$ cat src/rtl/rtc_irq_ctrl.sv
module rtc_irq_ctrl (
  input  logic       clk,
  input  logic       rst_n,
  input  logic       wr_en,
  input  logic [4:0] wr_data,
  input  logic       alarm_hit,
  input  logic       timer_hit,
  output logic [7:0] rd_data,
  output logic       irq_n
);

  logic rpt_mode, alm_flag, tmr_flag, alm_en, tmr_en, tmr_pulse;

  logic alm_flag_d, tmr_flag_d;
  assign alm_flag_d = alarm_hit | (alm_flag & ~(wr_en & ~wr_data[3]));
  assign tmr_flag_d = timer_hit | (tmr_flag & ~(wr_en & ~wr_data[2]));

  always_ff @(posedge clk or negedge rst_n) begin
    if (!rst_n) begin
      rpt_mode  <= 1'b0;
      alm_flag  <= 1'b0;
      tmr_flag  <= 1'b0;
      alm_en    <= 1'b0;
      tmr_en    <= 1'b0;
      tmr_pulse <= 1'b0;
    end else begin
      alm_flag  <= alm_flag_d;
      tmr_flag  <= tmr_flag_d;
      tmr_pulse <= timer_hit;
      if (wr_en) begin
        rpt_mode <= wr_data[4];
        alm_en   <= wr_data[1];
        tmr_en   <= wr_data[0];
      end
    end
  end

  logic tmr_src;
  assign tmr_src = rpt_mode ? tmr_pulse : tmr_flag;

  assign irq_n   = ~((alm_flag & alm_en) | (tmr_src & tmr_en));
  assign rd_data = {3'b000, rpt_mode, alm_flag, tmr_flag, alm_en, tmr_en};

endmodule

$ cat config.mk
export PLATFORM = sky130hd
export DESIGN_NAME = rtc_irq_ctrl
export DESIGN_NICKNAME = d
export VERILOG_FILES = /design/src/rtl/rtc_irq_ctrl.sv
export SDC_FILE = /design/constraint.sdc
export NUM_CORES = 1
export LEC_CHECK = 0
export ABC_AREA = 1
export BUFFER_PORTS_ARGS = -buffer_cell sky130_fd_sc_hd__buf_2
export CORE_AREA = 2 2 39 41
export CTS_BUF_LIST = sky130_fd_sc_hd__clkbuf_8
export CTS_CLUSTER_DIAMETER = 150
export DETAILED_ROUTE_END_ITERATION = 8
export DIE_AREA = 0 0 41 43
export REMOVE_ABC_BUFFERS = 1
export SLEW_MARGIN = 20
export SYNTH_ARGS = -nofsm -noshare
export SYNTH_HDL_FRONTEND = slang
export SYNTH_SLANG_ARGS = --single-unit
$ cat constraint.sdc
create_clock -name clk -period 0.9 [get_ports clk]
set_clock_uncertainty 0.05 [all_clocks]
set_input_delay 0.18 -clock clk [delete_from_list [all_inputs] [get_ports clk]]
set_output_delay 0.18 -clock clk [all_outputs]
set_load 0.01 [all_outputs]
==> impl_metrics.csv <==
group,metric,value,unit
finish,nets,67,
timing,setup_ws,-0.305,ns
finish,final_cell_mix,"13 x sky130_fd_sc_hd__nand2_1, 12 x sky130_fd_sc_hd__buf_2, 7 x sky130_fd_sc_hd__buf_6",
clock_tree,numClockSinks,6,
global_route,overflow,0,
finish,postLayoutCoreUtil,0.345,
timing,timing.final.hold_violations,0,
global_route,number_of_antenna_violations_at_the_first_check_in_global_routing,0,
floorplanning,core_area,1380,sq um
finish,most_common_cell_after_layout_fill_and_taps_aside,"sky130_fd_sc_hd__nand2_1",
logic_synthesis,synth.yosys.seq_area_share,0.486,
min_path,min_path_type,"in2reg",
critical_path,worstPathMaxFanout,3,
critical_path,critical_path.startpoint_type,"flop",
critical_path,slowest_stage_cell_on_the_critical_path,"sky130_fd_sc_hd__dfrtp_1",
placed_design,post-dp-hpwl,478,um
critical_path,critical_path.cell_chain,"nand2_1, nand2_1, a21oi_2, buf_2",
clock_tree,numCtsBuffers,3,
pwr,ir_drop,0.757,mV
global_route,globalRouteTotalUtil,0.0849,
logic_synthesis,synth_largest_type_area_fraction,0.486,
placed_design,placedInstanceArea,374,sq um
pwr,combinationalPowerShare,0.191,
logic_synthesis,synth_seq_cells,6,
floorplanning,die_h,43,um
clock_tree,insertion_delay,0.22,ns
logic_synthesis,synth_top_area_cell,"sky130_fd_sc_hd__dfrtp_1",
route,remaining_drc_errors,0,
clock_tree,cts_buffer_depth,2,
critical_path,timing.critical_path.arrival,0.98,ns
run_status,violations,"setup timing",
route,detailroute.via_count,261,
clock_tree,tritoncts,"yes",
global_route,maximum_number_of_pins_on_one_net_before_global_route_repair,7,
pwr,total_leakage_power,0.000267,uW
logic_synthesis,post_synth_inst_count,37,
floorplanning,placement_rows,14,
pwr,seq_power_share,0.353,
critical_path,path_buf_inv,1,
route,routed_wire_length_per_instance,8.68,um
pwr,p_sw,198,uW
route,dr.pass1.iters,2,
timing,grt_setup_unrepaired,"true",
clock_tree,clock-root-buffer,"sky130_fd_sc_hd__clkbuf_8",
critical_path,path_class,"reg2out",
placed_design,io_buffers,15,
clock_tree,path_clk_slew,0.04,ns
finish,layout-drive-gt1-share,0.509,
timing,report.final.setup_viol,6,
timing,setup_tns,-1.05,ns
critical_path,critPathMostFrequentCell,"sky130_fd_sc_hd__nand2_1",
logic_synthesis,yosys.cell_types.count,9,
critical_path,worstPathRequired,0.67,ns
timing,fmax,830,MHz
critical_path,worst_setup_path_end_kind,"output pin",
floorplanning,design.portCount,19,
timing,report.final.slew_viol_count,0,
global_route,grt_pass1_wl,993,um
pwr,power_density,1810,nW/um^2
timing,period_needed,1.21,ns
pwr,power.share.clock,0.456,
logic_synthesis,syn_avg_cell_area,8.35,sq um
finish,design_area,478,sq um
route,initialDrtViolationCount,2,
clock_tree,h_tree_level_count,1,
pwr,p_sw_frac,0.228,
floorplanning,initial_utilization,0.223,
logic_synthesis,synth.top_cells.by_area,"sky130_fd_sc_hd__dfrtp_1 49%, sky130_fd_sc_hd__buf_4 19%, sky130_fd_sc_hd__nand2_1 16%, sky130_fd_sc_hd__o21ai_2 5.7%, sky130_fd_sc_hd__inv_1 3.6%",
timing,timing.hold.ws,0.0336,ns
placed_design,globalplace.congestion,0.631,
critical_path,path_delay_family,"flip-flops",
pwr,internal-power,669,uW
floorplanning,dieArea,1760,sq um
route,totalWireLength,616,um
run_status,status,"complete, but fails checks",
finish,antenna_cells_inserted,0,
timing,final_min_period_over_clock_period,1.34,
route,post_route_antenna_net_violation_count,0,
route,vias_per_cell,3.68,
global_route,grt_pass1_vias,256,
logic_synthesis,syn-cell-area,309,sq um
critical_path,slowest_delay,0.39,ns
logic_synthesis,synth-warning-count,0,
floorplanning,chipWidth,41,um
finish,area_growth_syn_to_layout,54.7,%
run,max_cap_viol_count,0,
worst reg2reg max path, cell delays in order, from the launching register on:
cell and delay, ns:
sky130_fd_sc_hd__dfrtp_1 0.38, sky130_fd_sc_hd__buf_6 0.13, sky130_fd_sc_hd__buf_6 0.10, sky130_fd_sc_hd__o21ai_2 0.04
sky130_fd_sc_hd__nand2_1 0.05
worst paths after layout:
kind	start	cells past startpoint	slack, ns	endpoint
setup / recovery	rpt_mode	4	-0.31	irq_n
hold / removal	timer_hit	1	0.03	tmr_pulse
setup reg to reg	alm_flag	4	0.04	alm_flag
hold reg to reg	tmr_en	2	0.47	tmr_en
max in group asynchronous	rst_n	2	0.39	alm_flag
min in group asynchronous	rst_n	2	0.27	rpt_mode
synth_stat cells:
cell,number
sky130_fd_sc_hd__a21oi_1,1
sky130_fd_sc_hd__buf_4,8
sky130_fd_sc_hd__conb_1,1
sky130_fd_sc_hd__dfrtp_1,6
sky130_fd_sc_hd__inv_1,3
sky130_fd_sc_hd__inv_2,2
sky130_fd_sc_hd__nand2_1,13
sky130_fd_sc_hd__o21ai_1,1
sky130_fd_sc_hd__o21ai_2,2
repair_timing:
item | in CTS | in global routing
cloned | 0 | 0
buffers inserted | 2 | 1
endpoints found under the setup margin | 6 | 8
pin swaps | 0 | 1
endpoints found under the hold margin | 6 | 0
gates resized for setup | 7 | 2
hold buffers | 1 | 0
area by class of cell:
type                    count  area [sq um]
clock buffers               3          41.3
fillers                   148           906
inverters                   5          18.8
multi-input cells          20          91.3
flip-flops and latches      6           150
well taps                  16          20.0
repair buffers             21           156
sequential cells by signal, indices dropped and copies added, names as in the netlist:
register / count
tmr_pulse: 1
tmr_en: 1
alm_flag: 1
rpt_mode: 1
tmr_flag: 1
alm_en: 1
per-layer routing:
layer	global-route usage	routed length, um
met1	0.112	281
met2	0.119	269
met3	0.0314	65
met4	0.0400	0
met5	0	0
stage by stage:
step / setup slack (ns) / total power (uW) / cells
6_report: -0.305 / 866 / 71
2_1_floorplan: -0.0693 / 363 / 31
4_1_cts: -0.331 / 881 / 71
3_5_place_dp: -0.117 / 437 / 65
3_3_place_gp: -0.0796 / 434 / 65
5_1_grt: -0.404 / 910 / 71
power groups by stage:
| stage | combinational (uW) | sequential, uW | clock (uW) |
|---|---|---|---|
| finish | 165 | 306 | 395 |
| floorplan | 44.8 | 318 | 0 |
| global placement | 127 | 306 | 0 |
| detailed placement | 130 | 308 | 0 |
| CTS | 166 | 306 | 410 |
| global route | 187 | 309 | 414 |
kinds of logic (layout without fill, tap and decap cells):
| logic type | Yosys count | count (layout) | synth area share |
|---|---|---|---|
| other cells | 1 | 3 | 0.0121 |
| simple gates | 13 | 13 | 0.158 |
| flops | 6 | 6 | 0.486 |
| compound gates | 4 | 4 | 0.0890 |
| buf+inv | 13 | 29 | 0.255 |
No activity file was read; power rests on OpenSTA's default activity.
